--- config.mk ---
export PLATFORM = sky130hd
export DESIGN_NAME = lin_wake_ctrl
export DESIGN_NICKNAME = d
export VERILOG_FILES = /design/src/rtl/lwk_pkg.sv /design/src/rtl/lwk_tx_gen.sv /design/src/rtl/lwk_rx_detect.sv /design/src/rtl/lin_wake_ctrl.sv
export SDC_FILE = /design/constraint.sdc
export NUM_CORES = 1
export LEC_CHECK = 0
export BUFFER_PORTS_ARGS = -buffer_cell sky130_fd_sc_hd__buf_2
export CORE_MARGIN = 2
export CORE_UTILIZATION = 45
export CTS_CLUSTER_DIAMETER = 80
export CTS_CLUSTER_SIZE = 10
export DETAILED_ROUTE_END_ITERATION = 6
export PLACE_DENSITY = 0.76
export RECOVER_POWER = 50
export SLEW_MARGIN = 5
export SYNTH_ARGS = -nofsm -noshare
export SYNTH_HDL_FRONTEND = slang
export SYNTH_SLANG_ARGS = --single-unit
--- constraint.sdc ---
create_clock -name clk -period 3.9 [get_ports clk]
set_input_delay 0.78 -clock clk [delete_from_list [all_inputs] [get_ports clk]]
set_output_delay 0.78 -clock clk [all_outputs]
set_load 0.01 [all_outputs]
--- src/rtl/lwk_pkg.sv ---
package lwk_pkg;

    localparam int CHAR_W   = 8;
    localparam int BITCNT_W = $clog2(CHAR_W + 1);

    typedef enum logic [1:0] {
        TX_IDLE  = 2'd0,
        TX_CHAR  = 2'd1,
        TX_DELIM = 2'd2
    } tx_st_e;

    typedef enum logic {
        RX_IDLE  = 1'b0,
        RX_ARMED = 1'b1
    } rx_st_e;

    // Accepted values are 0x00, 0x80 and 0xC0: low six bits clear, and not 0x40.
    function automatic logic is_wake_char(input logic [CHAR_W-1:0] c);
        return (c[CHAR_W-3:0] == '0) && !(!c[CHAR_W-1] && c[CHAR_W-2]);
    endfunction

endpackage

--- src/rtl/lwk_tx_gen.sv ---
module lwk_tx_gen
    import lwk_pkg::*;
#(
    parameter int DELIM_W = 4
) (
    input  logic               clk,
    input  logic               rst_n,
    input  logic               baud_tick,
    input  logic               proto_rst,
    input  logic               trig,
    input  logic [DELIM_W-1:0] delim_len,
    output logic               tx_line,
    output logic               busy
);

    localparam logic [BITCNT_W-1:0] STOP_IDX = BITCNT_W'(CHAR_W);

    typedef struct packed {
        tx_st_e              st;
        logic [BITCNT_W-1:0] bitc;
        logic [DELIM_W-1:0]  dcnt;
    } tx_state_t;

    tx_state_t s_d, s_q;

    always_comb begin
        s_d = s_q;
        if (proto_rst) begin
            s_d.st   = TX_IDLE;
            s_d.bitc = '0;
            s_d.dcnt = '0;
        end else begin
            unique case (s_q.st)
                TX_IDLE: begin
                    if (trig) begin
                        s_d.st   = TX_CHAR;
                        s_d.bitc = '0;
                    end
                end
                TX_CHAR: begin
                    if (baud_tick) begin
                        if (s_q.bitc == STOP_IDX) begin
                            s_d.bitc = '0;
                            if (delim_len == '0) begin
                                s_d.st = TX_IDLE;
                            end else begin
                                s_d.st   = TX_DELIM;
                                s_d.dcnt = delim_len;
                            end
                        end else begin
                            s_d.bitc = s_q.bitc + 1'b1;
                        end
                    end
                end
                TX_DELIM: begin
                    if (baud_tick) begin
                        if (s_q.dcnt <= DELIM_W'(1)) begin
                            s_d.st   = TX_IDLE;
                            s_d.dcnt = '0;
                        end else begin
                            s_d.dcnt = s_q.dcnt - 1'b1;
                        end
                    end
                end
                default: s_d.st = TX_IDLE;
            endcase
        end
    end

    always_ff @(posedge clk or negedge rst_n) begin
        if (!rst_n) begin
            s_q <= '{st: TX_IDLE, bitc: '0, dcnt: '0};
        end else begin
            s_q <= s_d;
        end
    end

    assign tx_line = !((s_q.st == TX_CHAR) && (s_q.bitc < STOP_IDX));
    assign busy    = (s_q.st != TX_IDLE);

endmodule

--- src/rtl/lwk_rx_detect.sv ---
module lwk_rx_detect
    import lwk_pkg::*;
(
    input  logic              clk,
    input  logic              rst_n,
    input  logic              baud_tick,
    input  logic              proto_rst,
    input  logic              frame_active,
    input  logic              rx_line,
    input  logic              char_valid,
    input  logic [CHAR_W-1:0] char_val,
    output logic              armed,
    output logic              hit
);

    typedef struct packed {
        rx_st_e st;
    } rx_state_t;

    rx_state_t s_d, s_q;
    logic      qual;

    always_comb begin
        qual = char_valid && is_wake_char(char_val);
        hit  = (s_q.st == RX_ARMED) && baud_tick && rx_line
               && !frame_active && !proto_rst;
        s_d  = s_q;
        if (proto_rst || frame_active) begin
            s_d.st = RX_IDLE;
        end else begin
            unique case (s_q.st)
                RX_IDLE: begin
                    if (qual) s_d.st = RX_ARMED;
                end
                RX_ARMED: begin
                    if (hit) begin
                        s_d.st = RX_IDLE;
                    end else if (char_valid && !qual) begin
                        s_d.st = RX_IDLE;
                    end
                end
                default: s_d.st = RX_IDLE;
            endcase
        end
    end

    always_ff @(posedge clk or negedge rst_n) begin
        if (!rst_n) begin
            s_q <= '{st: RX_IDLE};
        end else begin
            s_q <= s_d;
        end
    end

    assign armed = (s_q.st == RX_ARMED);

endmodule

--- src/rtl/lin_wake_ctrl.sv ---
module lin_wake_ctrl
    import lwk_pkg::*;
#(
    parameter int DELIM_W = 4
) (
    input  logic               clk,
    input  logic               rst_n,
    input  logic               baud_tick,
    input  logic               proto_rst,
    input  logic               wake_trig_wr,
    input  logic               wake_clr_wr,
    input  logic [DELIM_W-1:0] delim_len,
    output logic               tx_line,
    input  logic               rx_line,
    input  logic               rx_char_valid,
    input  logic [7:0]         rx_char,
    input  logic               frame_active,
    input  logic               rx_dma_src,
    input  logic               tx_dma_src,
    output logic               rx_dma_req,
    output logic               tx_dma_req,
    output logic               wake_flag,
    output logic               wake_tx_busy,
    output logic               stat_dma_act,
    output logic               stat_lin_act,
    output logic               stat_tx_act,
    output logic               stat_rx_act
);

    typedef struct packed {
        logic flag;
        logic rx_dma;
        logic tx_dma;
    } top_state_t;

    top_state_t s_d, s_q;
    logic       tx_busy;
    logic       rx_armed;
    logic       rx_hit;

    lwk_tx_gen #(.DELIM_W(DELIM_W)) u_tx (
        .clk       (clk),
        .rst_n     (rst_n),
        .baud_tick (baud_tick),
        .proto_rst (proto_rst),
        .trig      (wake_trig_wr),
        .delim_len (delim_len),
        .tx_line   (tx_line),
        .busy      (tx_busy)
    );

    lwk_rx_detect u_rx (
        .clk          (clk),
        .rst_n        (rst_n),
        .baud_tick    (baud_tick),
        .proto_rst    (proto_rst),
        .frame_active (frame_active),
        .rx_line      (rx_line),
        .char_valid   (rx_char_valid),
        .char_val     (rx_char),
        .armed        (rx_armed),
        .hit          (rx_hit)
    );

    always_comb begin
        s_d = s_q;
        if (wake_clr_wr) s_d.flag = 1'b0;
        if (rx_hit)      s_d.flag = 1'b1;
        s_d.rx_dma = rx_dma_src && !proto_rst;
        s_d.tx_dma = tx_dma_src && !proto_rst;
    end

    always_ff @(posedge clk or negedge rst_n) begin
        if (!rst_n) begin
            s_q <= '0;
        end else begin
            s_q <= s_d;
        end
    end

    assign wake_flag    = s_q.flag;
    assign rx_dma_req   = s_q.rx_dma;
    assign tx_dma_req   = s_q.tx_dma;
    assign wake_tx_busy = tx_busy;
    assign stat_dma_act = s_q.rx_dma || s_q.tx_dma;
    assign stat_lin_act = frame_active && !proto_rst;
    assign stat_tx_act  = tx_busy || s_q.tx_dma;
    assign stat_rx_act  = rx_armed || s_q.rx_dma;

endmodule

== Word level (Yosys, flattened, before mapping) ==
Cells that the tools add are included.
Operators by class
  bitwise gates (word level): 1
  reduce and logical (&&, ||, !) cells: 32
  magnitude comparators: 2
  shift operators: 0
  equality and inequality tests: 9
  $mul: 0
  add/sub/neg operators: 2
  div/mod/pow operators: 0
  mux-type cells: 22
Operators by type and width (number)
  two-way mux 10 bit: 2
  two-way mux 4 bit: 5
  one-hot mux 4 bit (2 select lines): 2
  logical AND 1 bit: 12
  != test 3 bit (second input constant): 4
  AND reduction 5 bit: 2
  two-way mux 2 bit: 4
  logical NOT 1 bit: 6
  logical NOT 6 bit: 1
  two-way mux 1 bit: 6
  two-way mux 6 bit: 1
  != test 3 x 2 -> 1 bit (second input constant): 2
  one-hot mux 2 bit (3 select lines): 1
  nonzero test 3 bit: 2
  adder 4 x 1 -> 4 bit (second input constant): 1
  == test 4 bit (second input constant): 1
  less-or-equal comparator 4 x 1 -> 1 bit (second input constant): 1
  logical NOT 4 bit: 1
  logical OR 1 bit: 4
  < comparator 4 bit (second input constant): 1
  nonzero test 2 bit: 2
  subtractor 4 x 1 -> 4 bit (second input constant): 1
  AND reduction 3 bit: 1
  == test 2 x 1 -> 1 bit (second input constant): 1
  other kinds (4): 4
Word-level totals
  memories: 0
  bits in read-only memories: 0
  RAM bits: 0
  word-level logic and storage cells: 75
  output and inout bits: 9
  bits in latches: 0
  flip-flop bits (word level): 14

== Logic depth before layout (Yosys ltp) ==
  depth in word-level cells: 11
  gate-level depth with buffers: 6
  depth with buffers taken out: 6

== Modules after synthesis ==
Synthesis repeated with hierarchy kept, for this count alone.
Unflattened totals
  cell total of the unflattened synthesis: 93
  area total of the unflattened synthesis: 877.1 um^2
By module, submodules not included
  lwk_tx_gen: seq. area each 250.2 um^2, area an instance 675.6 um^2, instances 1, cells an instance 74
  lin_wake_ctrl: seq. area each 75.1 um^2, area an instance 123.9 um^2, instances 1, cells an instance 11
  lwk_rx_detect: seq. area each 25.0 um^2, area an instance 77.6 um^2, instances 1, cells an instance 8

== Worst setup path before layout ==
Ideal clock, no wire load.
  path kind: input to register
  start: input port rx_char[0]
  end: register u_rx.s_q (netlist: u_rx.armed)
  path buffers: 0
  arrival: 1.925 ns
  stages on the path: 4
  slack: 1.879 ns
  setup time: 0.096 ns
  required time: 3.804 ns
  cell sequence: or4_4 a2111oi_4 mux2i_1 nor4_2
Between the ends
  word-level cells in the longest chain between the ends: 9
RTL lines
  start, declared: RTL line lin_wake_ctrl.sv:16  | input logic [7:0] rx_char,
  logical NOT 6 bit *: RTL line lwk_pkg.sv:19  | return (c[CHAR_W-3:0] == '0) && !(!c[CHAR_W-1] && c[CHAR_W-2]);
  logical AND 1 bit *: RTL line lwk_pkg.sv:19
  logical AND 1 bit *: RTL line lwk_rx_detect.sv:24  | qual = char_valid && is_wake_char(char_val);
  logical NOT 1 bit: RTL line lwk_rx_detect.sv:38  | end else if (char_valid && !qual) begin
  logical AND 1 bit: RTL line lwk_rx_detect.sv:38
  two-way mux 1 bit: RTL line lwk_rx_detect.sv:38
  two-way mux 1 bit: RTL line lwk_rx_detect.sv:36  | if (hit) begin
  one-hot mux 1 bit (2 select lines) *: RTL line lwk_rx_detect.sv:31  | unique case (s_q.st)
  two-way mux 1 bit *: RTL line lwk_rx_detect.sv:28  | if (proto_rst || frame_active) begin
  named net u_rx.s_d: RTL line lwk_rx_detect.sv:20  | rx_state_t s_d, s_q;
  end signal, assigned: RTL line lwk_rx_detect.sv:49  | s_q <= '{st: RX_IDLE};
  end, declared: RTL line lwk_rx_detect.sv:20
The timed path passes the listed nets; every way through them passes the cells marked *.
A chain may end at the register's enable or synchronous reset.

== Worst setup path after layout ==
  start: input port proto_rst
  end: output port stat_lin_act
Between the ends
  word-level cells in the longest chain between the ends: 2
RTL lines
  start, declared: RTL line lin_wake_ctrl.sv:9  | input logic proto_rst,
  logical NOT 1 bit: RTL line lin_wake_ctrl.sv:86  | assign stat_lin_act = frame_active && !proto_rst;
  logical AND 1 bit: RTL line lin_wake_ctrl.sv:86
  end, declared: RTL line lin_wake_ctrl.sv:25  | output logic stat_lin_act,
Every way passes these cells.

==> results.sh <==
export IMPL_status="complete, no violations"
export IMPL_synth_edf_count=0
export IMPL_grt_overflow_total=0
export IMPL_antenna_cells=0
export IMPL_ys_ff_latch=14
export IMPL_cts_resized=0
export IMPL_syn_instance_count=96
export IMPL_worst_slew_pin_transition_ns=0.740
export IMPL_crit_chain="clkbuf_1 > nor2b_1 > buf_2"
export IMPL_crit_type="primary input to primary output"
export IMPL_antenna_left=0
export IMPL_max_cap_viol_count=0
export IMPL_finalClockSkew_ns=0.00151
export IMPL_cp_startpoint="proto_rst"
export IMPL_syn_mean_instance_area_um2=9.42
export IMPL_synth_top_area_share_pct=38.7
export IMPL_via_per_inst=5.39
export IMPL_syn_num_nets=123
export IMPL_drt_iter0_markers=6
export IMPL_grt_first_pass_wirelength_mm=3.35
export IMPL_num_vias=824
export IMPL_critical_path_slowest_cell="clkbuf_1"
export IMPL_rsz0062_at_grt="false"
export IMPL_relSlewSlack_pct=50.6
export IMPL_cp_max_fo=16
export IMPL_initial_utilization_pct=47.1
export IMPL_grt_pass1_vias=800
export IMPL_max_clock_freq_mhz=434
export IMPL_clk_path_buf_depth=2
export IMPL_cp_end_kind="primary output"
export IMPL_synthTopCellsByCount="dfrtp_1, nand2_1, inv_1"
export IMPL_clock_sinks=14
export IMPL_wirelength_mm=1.82
export IMPL_ir_worst_vdd_mv=0.160
export IMPL_area_delta_synth_final_pct=21.3
export IMPL_synth_async_sr_flop_share_pct=100
export IMPL_cts_tree="yes"
export IMPL_setup_tns_ns=0
export IMPL_finalWorstSetupSlack_ns=1.60
export IMPL_design_die_area_um2=2380
export IMPL_die_y_um=48.8
export IMPL_seq_area_frac_synth_pct=38.7
export IMPL_grt_max_degree=17
export IMPL_cp_top_family="buffers and inverters"
export IMPL_drive_above_1_share_pct=30.2
export IMPL_ys_types=37
export IMPL_cp_arrival_ns=1.52
export IMPL_drc_errors=0
export IMPL_syn_area_um2=905
export IMPL_fin_area_um2=1100
export IMPL_clk_pin_slew_ns=0.07
export IMPL_slowest_delay_ns=0.48
export IMPL_synth_most_common_cell="dfrtp_1"
export IMPL_fin_nets=155
export IMPL_yosysTopAreaCell="dfrtp_1"
export IMPL_hpwl_mm=1.48
export IMPL_drv_slew=0
export IMPL_fp_row_count=16
export IMPL_hold_viol=0
export IMPL_die_w_um=48.8
export IMPL_cts_hold_buffers=0
export IMPL_hold_class="primary input to async pin"
export IMPL_p_per_area_nw_per_um2=260
export IMPL_crit_buf_inv=2
export IMPL_htreeDepth=1
export IMPL_postCtsSetupBuffers=0
export IMPL_critPathLaunchType="primary input"
export IMPL_antenna_found_initial=0
export IMPL_setup_viol=0
export IMPL_ios=32
export IMPL_core_um2=1920
export IMPL_ys_top_cells_by_area="dfrtp_1, ha_1, mux2i_1"
export IMPL_nFillCells=192
export IMPL_cts_root_buf="clkbuf_4"
export IMPL_wl_per_cell_um=11.9
export IMPL_grt_usage_pct=18.1
export IMPL_final_core_utilization_pct=57.1
export IMPL_r2r_start="u_tx.s_q[1]$_DFFE_PN0P_"
export IMPL_fin_crit_sh_pct=59.1
export IMPL_cts_made_buffers=3
export IMPL_clk_latency_ns=0.27
export IMPL_p_leak_nw=0.512
export IMPL_portBuffers=31
export IMPL_firstDrtPassIters=4
export IMPL_routabilityCongestion=0.783
export IMPL_yosysWarnings=0
export IMPL_post_dp_cell_area_um2=1080
export IMPL_cp_data_required_time_ns=3.12
export IMPL_ys_flop_type="dfrtp_1"
export IMPL_dp_slack_ns=1.72
export IMPL_finalCriticalPeriod_ns=2.30
-- routing by layer --
layer	part of all wire (%)	global-route usage (%)
met1	44	21.7
met2	52	31.3
met3	3.6	5.52
met4	0.77	5.24
met5	0	0
-- layout make-up --
cell class / instances / area [um2] / share of cell area [%]
multi-input cells: 71 / 512 / 46.6
clock buffers: 3 / 22.5 / 2.05
well taps: 27 / 33.8 / 3.08
repair buffers: 31 / 153 / 13.9
inverters: 7 / 26.3 / 2.39
flip-flops and latches: 14 / 350 / 31.9
-- metrics by stage --
step | cells | hold WS, ns | power (W)
after CTS | 153 | 0.386 | 0.000293
after floorplan | 96 | 0.484 | 0.000189
after global routing | 153 | 0.593 | 0.000307
final | 153 | 0.544 | 0.000286
after detailed placement | 150 | 0.512 | 0.000215
after global placement | 150 | 0.498 | 0.000214
-- placed cells by master, fill, tap and decap left out, drive strengths merged, types with 2 or more instances in the layout --
| cell | count |
|---|---|
| mux2i | 5 |
| a211oi | 3 |
| o31ai | 2 |
| or4 | 2 |
| dfrtp | 14 |
| nor3 | 4 |
| o311a | 2 |
| clkbuf | 5 |
| nor2 | 3 |
| o21ai | 5 |
| nor4 | 4 |
| nor2b | 4 |
| or2 | 5 |
| a21oi | 2 |
| nand2b | 4 |
| ha | 4 |
| nand3 | 2 |
| inv | 7 |
| buf | 29 |
| o32ai | 2 |
| nand2 | 7 |
-- power by group --
group / switching (W) / internal [W] / total (W)
clock: 0.0000387 / 0.0000357 / 0.0000745
combinational: 0.0000305 / 0.0000263 / 0.0000568
sequential: 0.00000518 / 0.000149 / 0.000154
-- flip-flops by register name, summed over array words and instances, names as in the netlist --
register	flops
wake_flag	1
rx_dma_req	1
u_tx.s_q	10
u_rx.armed	1
tx_dma_req	1
-- cell families after synthesis --
group           share of synthesized area, %
fa+ha+maj                               5.53
flops                                   38.7
mux                                     5.53
compound gates                          19.5
simple gates                            26.0
buf+inv                                 4.70
-- worst paths after layout --
path                                            to  slack, ns  cells past startpoint
max reg2reg                u_tx.s_q[3]$_DFFE_PN0P_       2.15                      6
min in group clk             wake_flag$_DFFE_PN0P_       0.55                      2
min                        u_tx.s_q[1]$_DFFE_PN0P_       0.54                      1
max                                   stat_lin_act       1.60                      3
max in group asynchronous  u_tx.s_q[2]$_DFFE_PN0P_       2.89                      1
min reg2reg                  wake_flag$_DFFE_PN0P_       0.55                      2
(Power assumes the default switching activity.)
